<file path="src/rtl/enc8b10b_pkg.sv">
package enc8b10b_pkg;
    localparam int BYTE_W  = 8;
    localparam int LOW_W   = 5;
    localparam int HIGH_W  = BYTE_W - LOW_W;
    localparam int SIX_W   = LOW_W + 1;
    localparam int FOUR_W  = HIGH_W + 1;
    localparam int CODE_W  = SIX_W + FOUR_W;

    // running disparity state
    typedef enum logic {
        RD_NEG = 1'b0,
        RD_POS = 1'b1
    } rd_e;

    function automatic rd_e rd_flip(input rd_e v);
        return (v == RD_NEG) ? RD_POS : RD_NEG;
    endfunction
endpackage

</file>
<file path="src/rtl/enc_sub6.sv">
module enc_sub6
    import enc8b10b_pkg::*;
(
    input  logic [LOW_W-1:0] x_i,
    input  logic             k28_i,
    input  rd_e              rd_i,
    output logic [SIX_W-1:0] six_o,
    output rd_e              rd_o
);
    logic [SIX_W-1:0] base;
    logic             unbal;
    logic             flip;

    // negative-start column, bits {a,b,c,d,e,i}
    always_comb begin
        base = 6'b000000;
        unique case (x_i)
            5'd0:  base = 6'b100111;
            5'd1:  base = 6'b011101;
            5'd2:  base = 6'b101101;
            5'd3:  base = 6'b110001;
            5'd4:  base = 6'b110101;
            5'd5:  base = 6'b101001;
            5'd6:  base = 6'b011001;
            5'd7:  base = 6'b111000;
            5'd8:  base = 6'b111001;
            5'd9:  base = 6'b100101;
            5'd10: base = 6'b010101;
            5'd11: base = 6'b110100;
            5'd12: base = 6'b001101;
            5'd13: base = 6'b101100;
            5'd14: base = 6'b011100;
            5'd15: base = 6'b010111;
            5'd16: base = 6'b011011;
            5'd17: base = 6'b100011;
            5'd18: base = 6'b010011;
            5'd19: base = 6'b110010;
            5'd20: base = 6'b001011;
            5'd21: base = 6'b101010;
            5'd22: base = 6'b011010;
            5'd23: base = 6'b111010;
            5'd24: base = 6'b110011;
            5'd25: base = 6'b100110;
            5'd26: base = 6'b010110;
            5'd27: base = 6'b110110;
            5'd28: base = 6'b001110;
            5'd29: base = 6'b101110;
            5'd30: base = 6'b011110;
            5'd31: base = 6'b101011;
            default: base = 6'b000000;
        endcase
        if (k28_i) begin
            base = 6'b001111;
        end
    end

    always_comb begin
        unbal = ($countones(base) != 3);
        // D.7 is balanced but still has two forms
        flip  = (rd_i == RD_POS) && (unbal || (x_i == 5'd7 && !k28_i));
        six_o = flip ? ~base : base;
        rd_o  = unbal ? rd_flip(rd_i) : rd_i;
    end
endmodule

</file>
<file path="src/rtl/enc_sub4.sv">
module enc_sub4
    import enc8b10b_pkg::*;
(
    input  logic [HIGH_W-1:0] y_i,
    input  logic [LOW_W-1:0]  x_i,
    input  logic              k_i,
    input  rd_e               rd_i,
    output logic [FOUR_W-1:0] four_o,
    output rd_e               rd_o
);
    logic [FOUR_W-1:0] base;
    logic              use_alt;
    logic              unbal;
    logic              flip;

    // alternate y=7 form avoids five equal bits across the sub-block seam
    always_comb begin
        use_alt = 1'b0;
        if (y_i == 3'd7) begin
            if (k_i) begin
                use_alt = 1'b1;
            end else if (rd_i == RD_NEG) begin
                use_alt = (x_i == 5'd17) || (x_i == 5'd18) || (x_i == 5'd20);
            end else begin
                use_alt = (x_i == 5'd11) || (x_i == 5'd13) || (x_i == 5'd14);
            end
        end
    end

    // negative-start column, bits {f,g,h,j}
    always_comb begin
        base = 4'b0000;
        unique case (y_i)
            3'd0: base = 4'b1011;
            3'd1: base = k_i ? 4'b0110 : 4'b1001;
            3'd2: base = k_i ? 4'b1010 : 4'b0101;
            3'd3: base = 4'b1100;
            3'd4: base = 4'b1101;
            3'd5: base = k_i ? 4'b0101 : 4'b1010;
            3'd6: base = k_i ? 4'b1001 : 4'b0110;
            3'd7: base = use_alt ? 4'b0111 : 4'b1110;
            default: base = 4'b0000;
        endcase
    end

    always_comb begin
        unbal  = ($countones(base) != 2);
        flip   = (rd_i == RD_POS) && (unbal || k_i || y_i == 3'd3);
        four_o = flip ? ~base : base;
        rd_o   = unbal ? rd_flip(rd_i) : rd_i;
    end
endmodule

</file>
<file path="src/rtl/enc_kcheck.sv">
module enc_kcheck
    import enc8b10b_pkg::*;
(
    input  logic [BYTE_W-1:0] byte_i,
    output logic              legal_o,
    output logic              is28_o
);
    logic [LOW_W-1:0]  x;
    logic [HIGH_W-1:0] y;

    always_comb begin
        x       = byte_i[LOW_W-1:0];
        y       = byte_i[BYTE_W-1:LOW_W];
        is28_o  = (x == 5'd28);
        legal_o = is28_o ||
                  ((y == 3'd7) && ((x == 5'd23) || (x == 5'd27) ||
                                   (x == 5'd29) || (x == 5'd30)));
    end
endmodule

</file>
<file path="src/rtl/enc8b10b_tx.sv">
module enc8b10b_tx
    import enc8b10b_pkg::*;
(
    input  logic        clk,
    input  logic        rst_n,
    input  logic        vld_i,
    input  logic [7:0]  byte_i,
    input  logic        ctrl_i,
    input  logic        frc_i,
    input  logic        frc_neg_i,
    output logic [9:0]  code_o,
    output logic        rd_o,
    output logic        kerr_o,
    output logic        vld_o
);
    rd_e               rd_q, rd_d;
    rd_e               rd_start;
    rd_e               rd_mid;
    rd_e               rd_end;
    logic              k_legal;
    logic              k_is28;
    logic              k_use;
    logic [SIX_W-1:0]  six;
    logic [FOUR_W-1:0] four;
    logic [CODE_W-1:0] code_q;
    logic              kerr_q;
    logic              vld_q;

    enc_kcheck u_kchk (
        .byte_i  (byte_i),
        .legal_o (k_legal),
        .is28_o  (k_is28)
    );

    always_comb begin
        k_use = ctrl_i && k_legal;
        if (frc_i) begin
            rd_start = frc_neg_i ? RD_NEG : RD_POS;
        end else begin
            rd_start = rd_q;
        end
    end

    enc_sub6 u_six (
        .x_i   (byte_i[LOW_W-1:0]),
        .k28_i (ctrl_i && k_is28),
        .rd_i  (rd_start),
        .six_o (six),
        .rd_o  (rd_mid)
    );

    enc_sub4 u_four (
        .y_i    (byte_i[BYTE_W-1:LOW_W]),
        .x_i    (byte_i[LOW_W-1:0]),
        .k_i    (k_use),
        .rd_i   (rd_mid),
        .four_o (four),
        .rd_o   (rd_end)
    );

    // next-state logic of the disparity machine
    always_comb begin
        rd_d = rd_q;
        unique case (rd_q)
            RD_NEG:  if (vld_i) rd_d = rd_end;
            RD_POS:  if (vld_i) rd_d = rd_end;
            default: rd_d = RD_NEG;
        endcase
    end

    // state register
    always_ff @(posedge clk) begin
        if (!rst_n) begin
            rd_q <= RD_NEG;
        end else begin
            rd_q <= rd_d;
        end
    end

    // output register
    always_ff @(posedge clk) begin
        if (!rst_n) begin
            code_q <= '0;
            kerr_q <= 1'b0;
            vld_q  <= 1'b0;
        end else begin
            vld_q <= vld_i;
            if (vld_i) begin
                code_q <= {six, four};
                kerr_q <= ctrl_i && !k_legal;
            end
        end
    end

    assign code_o = code_q;
    assign rd_o   = rd_q;
    assign kerr_o = kerr_q;
    assign vld_o  = vld_q;

    // emitted groups carry four, five or six ones
    p_weight_r3: assert property (@(posedge clk) disable iff (!rst_n)
        vld_o |-> ($countones(code_o) >= 4 && $countones(code_o) <= 6));

    // an unbalanced group sets the running disparity to its own sign
    p_rd_sign_r3: assert property (@(posedge clk) disable iff (!rst_n)
        (vld_o && $countones(code_o) != 5) |-> (rd_o == ($countones(code_o) == 6)));

    p_force_neg_r6: assert property (@(posedge clk) disable iff (!rst_n)
        (vld_i && frc_i && frc_neg_i) |=> ($countones(code_o) >= 5));

    p_force_pos_r7: assert property (@(posedge clk) disable iff (!rst_n)
        (vld_i && frc_i && !frc_neg_i) |=> ($countones(code_o) <= 5));

    p_bad_k_r9: assert property (@(posedge clk) disable iff (!rst_n)
        (vld_i && ctrl_i && !k_legal) |=> kerr_o);

    p_idle_hold_r10: assert property (@(posedge clk) disable iff (!rst_n)
        !vld_i |=> (!vld_o && $stable(rd_o) && $stable(code_o)));
endmodule

</file>
<file path="config.mk">
export PLATFORM = sky130hd
export DESIGN_NAME = enc8b10b_tx
export DESIGN_NICKNAME = d
export VERILOG_FILES = /design/src/rtl/enc8b10b_pkg.sv /design/src/rtl/enc_sub6.sv /design/src/rtl/enc_sub4.sv /design/src/rtl/enc_kcheck.sv /design/src/rtl/enc8b10b_tx.sv
export SDC_FILE = /design/constraint.sdc
export NUM_CORES = 1
export LEC_CHECK = 0
export BUFFER_PORTS_ARGS = -buffer_cell sky130_fd_sc_hd__buf_2
export CORE_UTILIZATION = 59
export CTS_CLUSTER_SIZE = 8
export DETAILED_ROUTE_END_ITERATION = 16
export PLACE_DENSITY_LB_ADDON = 0.05
export SYNTH_ARGS = -nofsm -noshare
export SYNTH_HDL_FRONTEND = slang
export SYNTH_SLANG_ARGS = --single-unit
</file>
<file path="constraint.sdc">
create_clock -name clk -period 10.7 [get_ports clk]
set_clock_uncertainty 0.1 [all_clocks]
set_input_delay 0.535 -clock clk [delete_from_list [all_inputs] [get_ports clk]]
set_output_delay 0.535 -clock clk [all_outputs]
set_load 0.005 [all_outputs]
</file>
==> out/qor.json, run 1 <==
{
  "detail_route.wirelength": {"value": 2.786, "unit": "mm"},
  "syn_inst": {"value": 168},
  "post-layout-total-power": {"value": 188.7, "unit": "µW"},
  "grt_setup_unrepaired": {"value": "no"},
  "areaGrowthSynthToFinish": {"value": 10.10, "unit": "%"},
  "power.combinational.fraction": {"value": 0.518},
  "cts_max_level": {"value": 1},
  "largest_net_degree_at_the_start_of_global_routing": {"value": 25},
  "worst_ep_arrival_time": {"value": 5.80, "unit": "ns"},
  "ys_dominant_reg_cell": {"value": "sky130_fd_sc_hd__dfxtp_1"},
  "clkSlewWorstSetupHoldPaths": {"value": 0.08, "unit": "ns"},
  "finalWorstSetupSlack": {"value": 4.966, "unit": "ns"},
  "power.static_leakage": {"value": 0.0007108, "unit": "µW"},
  "synthMostInstantiatedCell": {"value": "sky130_fd_sc_hd__nor2_1"},
  "min_period": {"value": 5.734, "unit": "ns"},
  "routed_via_density": {"value": 5.903},
  "reg2reg_depth": {"value": 12},
  "grt_use_total": {"value": 0.2389},
  "cts_inserted_buffers": {"value": 3},
  "utilization": {"value": 0.6902},
  "die_height": {"value": 50.72, "unit": "µm"},
  "initial_antenna_violation_count": {"value": 0},
  "power.clock.fraction": {"value": 0.160},
  "syn-num-nets": {"value": 200},
  "startpoint_type": {"value": "input port"},
  "cts.root.buffer_cell": {"value": "sky130_fd_sc_hd__clkbuf_4"},
  "intPower": {"value": 117.2, "unit": "µW"},
  "grt_first_pass_wirelength": {"value": 4.761, "unit": "mm"},
  "layout-drive-gt1-share": {"value": 0.2116},
  "max-slew-margin-rel": {"value": 0.6064},
  "first_global_vias": {"value": 1092},
  "setup.worst_path.class": {"value": "input port to flop"},
  "n_antenna_cell": {"value": 0},
  "fin_crit_sh": {"value": 0.5359},
  "holdCritStartpoint": {"value": "code_o[9]$_SDFFE_PN0P_"},
  "synthesis.area_per_instance": {"value": 8.334, "unit": "µm²"},
  "setup.reg_to_reg.worst_slack": {"value": 7.07, "unit": "ns"},
  "postCtsSetupRepairBufs": {"value": 0},
  "gr-total-overflow": {"value": 0},
  "finalNetCount": {"value": 222},
  "power_switching_share": {"value": 0.3788},
  "edff_count_synth": {"value": 0},
  "hold_crit_class": {"value": "flop to flop"},
  "dpl_cell_area": {"value": 0.001515, "unit": "mm²"},
  "setup-tns-final": {"value": 0, "unit": "ns"},
  "run_status": {"value": "finished clean"},
  "ys_async_sr_fraction": {"value": 0},
  "worstPathMaxFanout": {"value": 6},
  "power_density": {"value": 122.4, "unit": "mW/mm²"},
  "place.gp.congestion": {"value": 0.8801},
  "io_pins": {"value": 27},
  "setup.worst_path.start": {"value": "byte_i[0]"},
  "postRouteAntennaNets": {"value": 0},
  "synth.cells.most_frequent": {"value": "sky130_fd_sc_hd__nor2_1 (18), sky130_fd_sc_hd__a21oi_1 (15), sky130_fd_sc_hd__ha_1 (15), sky130_fd_sc_hd__dfxtp_1 (13), sky130_fd_sc_hd__o21ai_0 (12)"},
  "synth_cell_types": {"value": 52},
  "timing.max_cap.violations": {"value": 0},
  "yosysWarningCount": {"value": 0},
  "maxClockFrequency": {"value": 174.4, "unit": "MHz"},
  "vdd.ir_drop.worst": {"value": 0.08025, "unit": "mV"},
  "final_area": {"value": 0.001541, "unit": "mm²"},
  "proportion_of_synthesized_chip_area_in_sequential_cells": {"value": 0.1859},
  "row_count": {"value": 17},
  "post_cts_hold_buffers": {"value": 0},
  "finalSetupViolations": {"value": 0},
  "dp.final_hpwl": {"value": 2.218, "unit": "mm"},
  "synthDominantCellAreaShare": {"value": 0.1859},
  "die-width": {"value": 50.72, "unit": "µm"},
  "avgRoutedWirePerCell": {"value": 12.84, "unit": "µm"},
  "power.sequential.fraction": {"value": 0.322},
  "worst_ep_required_time": {"value": 10.77, "unit": "ns"},
  "worst_setup_path_endpoint": {"value": "code_o[0]$_SDFFE_PN0P_"},
  "num_vias": {"value": 1281},
  "initial_core_util": {"value": 0.6269},
  "timing_hold_violations_final": {"value": 0},
  "number_of_buffers_inserted_by_port_buffering": {"value": 26},
  "drt-initial-drc-count": {"value": 19},
  "clock_insertion_delay_worst_skew": {"value": 0.27, "unit": "ns"},
  "n_fill_cell": {"value": 195},
  "tightestPinTransition": {"value": 0.5829, "unit": "ns"},
  "detail_route.drc_violations": {"value": 0},
  "cp-end-kind": {"value": "flop"},
  "final_slew_viol_count": {"value": 0},
  "firstDrtPassIters": {"value": 4},
  "clkSinkCount": {"value": 13},
  "pre_cts_slack": {"value": 4.700, "unit": "ns"},
  "cts-root-to-sink-buffers": {"value": 2},
  "die_area": {"value": 0.002572, "unit": "mm²"},
  "netSwitchingPower": {"value": 71.47, "unit": "µW"},
  "r2r_end": {"value": "code_o[0]$_SDFFE_PN0P_"},
  "cts_tree": {"value": "done"},
  "synth_top_cells_by_area": {"value": "sky130_fd_sc_hd__dfxtp_1 (19%), sky130_fd_sc_hd__ha_1 (13%), sky130_fd_sc_hd__a21oi_1 (5.4%)"},
  "post_cts_resized": {"value": 0},
  "design.core.area": {"value": 0.002233, "unit": "mm²"},
  "netlist_area": {"value": 0.001400, "unit": "mm²"},
  "netlist.top_cell.by_area": {"value": "sky130_fd_sc_hd__dfxtp_1"},
  "ys_ff_latch": {"value": 13}
}
## worst max-delay path, cell delays in order
cell and delay [ns]:
sky130_fd_sc_hd__buf_2 0.14, sky130_fd_sc_hd__inv_1 0.11, sky130_fd_sc_hd__ha_1 0.29, sky130_fd_sc_hd__and4_4 0.26
sky130_fd_sc_hd__a221oi_1 0.45, sky130_fd_sc_hd__ha_1 0.34, sky130_fd_sc_hd__fa_1 0.43, sky130_fd_sc_hd__ha_1 0.28
sky130_fd_sc_hd__nand4bb_1 0.13, sky130_fd_sc_hd__and3_1 0.20, sky130_fd_sc_hd__o211a_1 0.21, sky130_fd_sc_hd__o2111ai_1 0.22
sky130_fd_sc_hd__o211ai_1 0.19, sky130_fd_sc_hd__ha_1 0.33, sky130_fd_sc_hd__ha_1 0.19, sky130_fd_sc_hd__fa_1 0.47
sky130_fd_sc_hd__nor3b_1 0.34, sky130_fd_sc_hd__a31oi_2 0.23, sky130_fd_sc_hd__nor3b_1 0.20, sky130_fd_sc_hd__a221o_1 0.26
## metal layers
metal | global-route usage | up-vias | share of wire
li1 | - | 645 | -
met1 | 0.3382 | 590 | 0.48
met2 | 0.3844 | 42 | 0.47
met3 | 0.009091 | 4 | 0.048
met4 | 0.08333 | 0 | 0.0090
met5 | 0 | - | 0
## layout by cell type, fill, tap and decap left out, types with 2 or more instances in the layout
cell	n
sky130_fd_sc_hd__buf_2	26
sky130_fd_sc_hd__nor2_1	18
sky130_fd_sc_hd__a21oi_1	15
sky130_fd_sc_hd__ha_1	15
sky130_fd_sc_hd__dfxtp_1	13
sky130_fd_sc_hd__o21ai_0	12
sky130_fd_sc_hd__nand2_1	10
sky130_fd_sc_hd__mux2i_1	7
sky130_fd_sc_hd__inv_1	7
sky130_fd_sc_hd__xnor2_1	6
sky130_fd_sc_hd__xor2_1	5
sky130_fd_sc_hd__nand3_1	4
sky130_fd_sc_hd__a211oi_1	4
sky130_fd_sc_hd__nor3b_1	3
sky130_fd_sc_hd__fa_1	3
sky130_fd_sc_hd__clkbuf_4	3
sky130_fd_sc_hd__mux2_2	2
sky130_fd_sc_hd__nand2b_1	2
sky130_fd_sc_hd__and2_1	2
sky130_fd_sc_hd__nor2b_1	2
## how the worst min path moves through the flow
| stage | end | slack (ns) | cells after the start |
|---|---|---|---|
| finish | code_o[9]$_SDFFE_PN0P_ | 0.39 | 2 |
| global route | kerr_o$_SDFFE_PN0P_ | 0.40 | 2 |
| CTS | kerr_o$_SDFFE_PN0P_ | 0.39 | 2 |
| detailed placement | kerr_o$_SDFFE_PN0P_ | 0.37 | 2 |
| global placement | kerr_o$_SDFFE_PN0P_ | 0.35 | 2 |
| floorplan | kerr_o$_SDFFE_PN0P_ | 0.36 | 2 |
## cells by family after synthesis
family,count (synthesis),share of synthesized area
buffers and inverters,16,0.05452
muxes,9,0.06613
DFF,13,0.1859
AOI/OAI and AO/OA,48,0.2386
and+or+nand+nor,51,0.1895
xor gates and xnor gates,12,0.08043
adders and majority gates,19,0.1850
## power groups by stage
stage	combinational, µW	sequential, µW	clock (µW)
floorplan	71.3	62.9	0
global placement	94.2	61.7	0
detailed placement	97.8	62.0	0
CTS	98.7	60.8	30.6
global route	110	61.6	33.4
finish	97.8	60.7	30.2
## stage by stage
step                      hold slack, ns  cells
after global routing              0.4043    217
after floorplan                   0.3625    168
final                             0.3855    217
after global placement            0.3539    213
after CTS                         0.3853    217
after detailed placement          0.3728    213
## flip-flops by register name, indices dropped and copies added (netlist names), named ones only
register / count
code_o: 10
kerr_o: 1
vld_o: 1
## area by class of cell
class                           instances  area, µm²  share of cell area
Multi-Input combinational cell        139       1064              0.6899
Sequential cell                        13      260.3              0.1688
Timing Repair Buffer                   26      130.1             0.08442
Tap cell                               28      35.03             0.02273
Clock buffer                            4      26.28             0.01705
Inverter                                7      26.28             0.01705
Power figures use the tool's default switching activity.
==> inputs of run 2 (changes only) <==
CORE_UTILIZATION = 55   (was 59)
clock period = 5.9 ns   (was 10.7 ns; I/O delays follow)
==> run 2 against run 1 <==
Net effect:
- hold slack got worse by 0.16 ns
- sequential share of layout area decreased by 0.15 points
- sequential power increased by 83%
- wire length increased by 11%
- global-route usage increased by 0.76 points
==> out/qor.json, run 2 (synthesis results as in run 1) <==
{
  "run_status": {"value": "finished clean"},
  "firstDrtPassIters": {"value": 6},
  "grt_use_total": {"value": 0.2465},
  "n_fill_cell": {"value": 221},
  "min_period": {"value": 5.594, "unit": "ns"},
  "hold_crit_class": {"value": "input port to flop"},
  "design.core.area": {"value": 0.002297, "unit": "mm²"},
  "whs_endpoint": {"value": "code_o[1]$_SDFFE_PN0P_"},
  "finalNetCount": {"value": 223},
  "vdd.ir_drop.worst": {"value": 0.1496, "unit": "mV"},
  "timing_hold_violations_final": {"value": 0},
  "final_area": {"value": 0.001555, "unit": "mm²"},
  "finalSetupViolations": {"value": 0},
  "largest_register_ffs": {"value": 10},
  "largest_net_degree_at_the_start_of_global_routing": {"value": 25},
  "worstPathMaxFanout": {"value": 6},
  "clkSlewWorstSetupHoldPaths": {"value": 0.08, "unit": "ns"},
  "place.gp.congestion": {"value": 0.8714},
  "dp.final_hpwl": {"value": 2.353, "unit": "mm"},
  "cts_inserted_buffers": {"value": 3},
  "n_antenna_cell": {"value": 0},
  "avgRoutedWirePerCell": {"value": 14.23, "unit": "µm"},
  "mostFrequentLayoutCell": {"value": "sky130_fd_sc_hd__buf_2"},
  "multi_input_area": {"value": 0.001070, "unit": "mm²"},
  "max-slew-margin-rel": {"value": 0.7132},
  "dpl_cell_area": {"value": 0.001523, "unit": "mm²"},
  "io_pins": {"value": 27},
  "postRouteAntennaNets": {"value": 0},
  "row_count": {"value": 17},
  "clkSinkCount": {"value": 13},
  "r2r_end": {"value": "code_o[0]$_SDFFE_PN0P_"},
  "worst_ep_arrival_time": {"value": 5.66, "unit": "ns"},
  "areaGrowthSynthToFinish": {"value": 11.08, "unit": "%"},
  "reg2reg_depth": {"value": 12},
  "pre_cts_slack": {"value": -0.006607, "unit": "ns"},
  "tightestPinTransition": {"value": 0.4293, "unit": "ns"},
  "gr-total-overflow": {"value": 0},
  "cp-end-kind": {"value": "flop"},
  "finalWorstSetupSlack": {"value": 0.3062, "unit": "ns"},
  "detail_route.wirelength": {"value": 3.103, "unit": "mm"},
  "power_density": {"value": 222.1, "unit": "mW/mm²"},
  "initial_antenna_violation_count": {"value": 0},
  "clock_insertion_delay_worst_skew": {"value": 0.27, "unit": "ns"},
  "die_area": {"value": 0.002752, "unit": "mm²"},
  "drt-initial-drc-count": {"value": 29},
  "cts_tree": {"value": "done"},
  "grt_setup_unrepaired": {"value": "no"},
  "layout.area.seq": {"value": 260.3, "unit": "µm²"},
  "setup.reg_to_reg.worst_slack": {"value": 2.18, "unit": "ns"},
  "setup.worst_path.class": {"value": "input port to flop"},
  "power.static_leakage": {"value": 0.0007179, "unit": "µW"},
  "min_path_cells": {"value": 3},
  "detail_route.drc_violations": {"value": 0},
  "timing.max_cap.violations": {"value": 0},
  "number_of_buffers_inserted_by_port_buffering": {"value": 26},
  "mostFrequentLayoutCells": {"value": "sky130_fd_sc_hd__buf_2 (26), sky130_fd_sc_hd__nor2_1 (18), sky130_fd_sc_hd__a21oi_1 (15), sky130_fd_sc_hd__ha_1 (15), sky130_fd_sc_hd__dfxtp_1 (13)"},
  "initial_core_util": {"value": 0.6095},
  "worst_ep_required_time": {"value": 5.97, "unit": "ns"},
  "die_height": {"value": 52.46, "unit": "µm"},
  "layout-drive-gt1-share": {"value": 0.2211},
  "first_global_vias": {"value": 1190},
  "maxClockFrequency": {"value": 178.8, "unit": "MHz"},
  "final_slew_viol_count": {"value": 0},
  "startpoint_type": {"value": "input port"},
  "grt_first_pass_wirelength": {"value": 5.092, "unit": "mm"},
  "fin_crit_sh": {"value": 0.9481},
  "fin_worst_hold_slack": {"value": 0.2259, "unit": "ns"},
  "num_vias": {"value": 1272},
  "routed_via_density": {"value": 5.835},
  "cts_max_level": {"value": 1},
  "die-width": {"value": 52.46, "unit": "µm"},
  "cts.root.buffer_cell": {"value": "sky130_fd_sc_hd__clkbuf_4"},
  "holdCritStartpoint": {"value": "rst_n"},
  "cts-root-to-sink-buffers": {"value": 2}
}
## run 2: changes by cell type in the layout (fill, tap and decap cells not counted), sizes merged
| cell | before | now |
|---|---|---|
| buf | 26 | 27 |
## run 2: per-stage QoR
| step | instances | setup TNS, ns | power (µW) | utilization |
|---|---|---|---|---|
| floorplan | 168 | 0 | 243.4 | - |
| global placement | 214 | 0 | 281.9 | 0.6629 |
| detailed placement | 214 | -0.006607 | 291.1 | 0.6629 |
| CTS | 218 | 0 | 344.7 | 0.6743 |
| global route | 218 | 0 | 377.1 | 0.6770 |
| finish | 218 | 0 | 345.5 | 0.6770 |
## run 2: timing repair
action                                  4_1_cts  5_1_grt
buffers inserted                              0        0
resized for setup                             0        1
endpoints found under the setup margin        0        1
hold buffers                                  0        0
## run 2: layout make-up
class                   count  share of cell area
clock buffers               4             0.01689
inverters                   7             0.01689
multi-input cells         139              0.6879
flip-flops and latches     13              0.1673
well taps                  28             0.02253
repair buffers             27             0.08850
## run 2: per-layer routing
layer,track usage,up-vias,part of all wire
li1,-,651,-
met1,0.3223,572,0.47
met2,0.4135,45,0.47
met3,0.01159,4,0.045
met4,0.1096,0,0.015
met5,0,-,0
## run 2: report_power, final
group | switching (µW) | internal, µW | total (µW)
Combinational | 96.4 | 83.8 | 180
Sequential | 7.28 | 103 | 111
Clock | 28.6 | 26.2 | 54.8
## run 2: worst max path at each step
stage	endpoint	cells past startpoint	slack [ns]	startpoint
floorplan	code_o[0]$_SDFFE_PN0P_	20	0.70	byte_i[0]
global placement	code_o[0]$_SDFFE_PN0P_	20	0.24	byte_i[0]
detailed placement	code_o[0]$_SDFFE_PN0P_	20	-0.007	byte_i[0]
CTS	code_o[0]$_SDFFE_PN0P_	20	0.28	byte_i[0]
global route	code_o[0]$_SDFFE_PN0P_	22	0.01	byte_i[1]
finish	code_o[0]$_SDFFE_PN0P_	22	0.31	byte_i[0]
## run 2: critical path, stage by stage
cell and delay (ns):
sky130_fd_sc_hd__buf_2 0.14, sky130_fd_sc_hd__inv_1 0.13, sky130_fd_sc_hd__ha_1 0.34, sky130_fd_sc_hd__mux2_2 0.28, sky130_fd_sc_hd__a21oi_1 0.15, sky130_fd_sc_hd__nor2_1 0.05, sky130_fd_sc_hd__a21oi_1 0.25, sky130_fd_sc_hd__ha_1 0.30
sky130_fd_sc_hd__fa_1 0.37, sky130_fd_sc_hd__ha_1 0.28, sky130_fd_sc_hd__nand4bb_1 0.14, sky130_fd_sc_hd__and3_1 0.20, sky130_fd_sc_hd__o211a_1 0.21, sky130_fd_sc_hd__o2111ai_1 0.24, sky130_fd_sc_hd__o211ai_1 0.20, sky130_fd_sc_hd__ha_1 0.33
sky130_fd_sc_hd__ha_1 0.19, sky130_fd_sc_hd__fa_1 0.47, sky130_fd_sc_hd__nor3b_1 0.38, sky130_fd_sc_hd__a31oi_2 0.25, sky130_fd_sc_hd__nor3b_1 0.20, sky130_fd_sc_hd__a221o_1 0.26
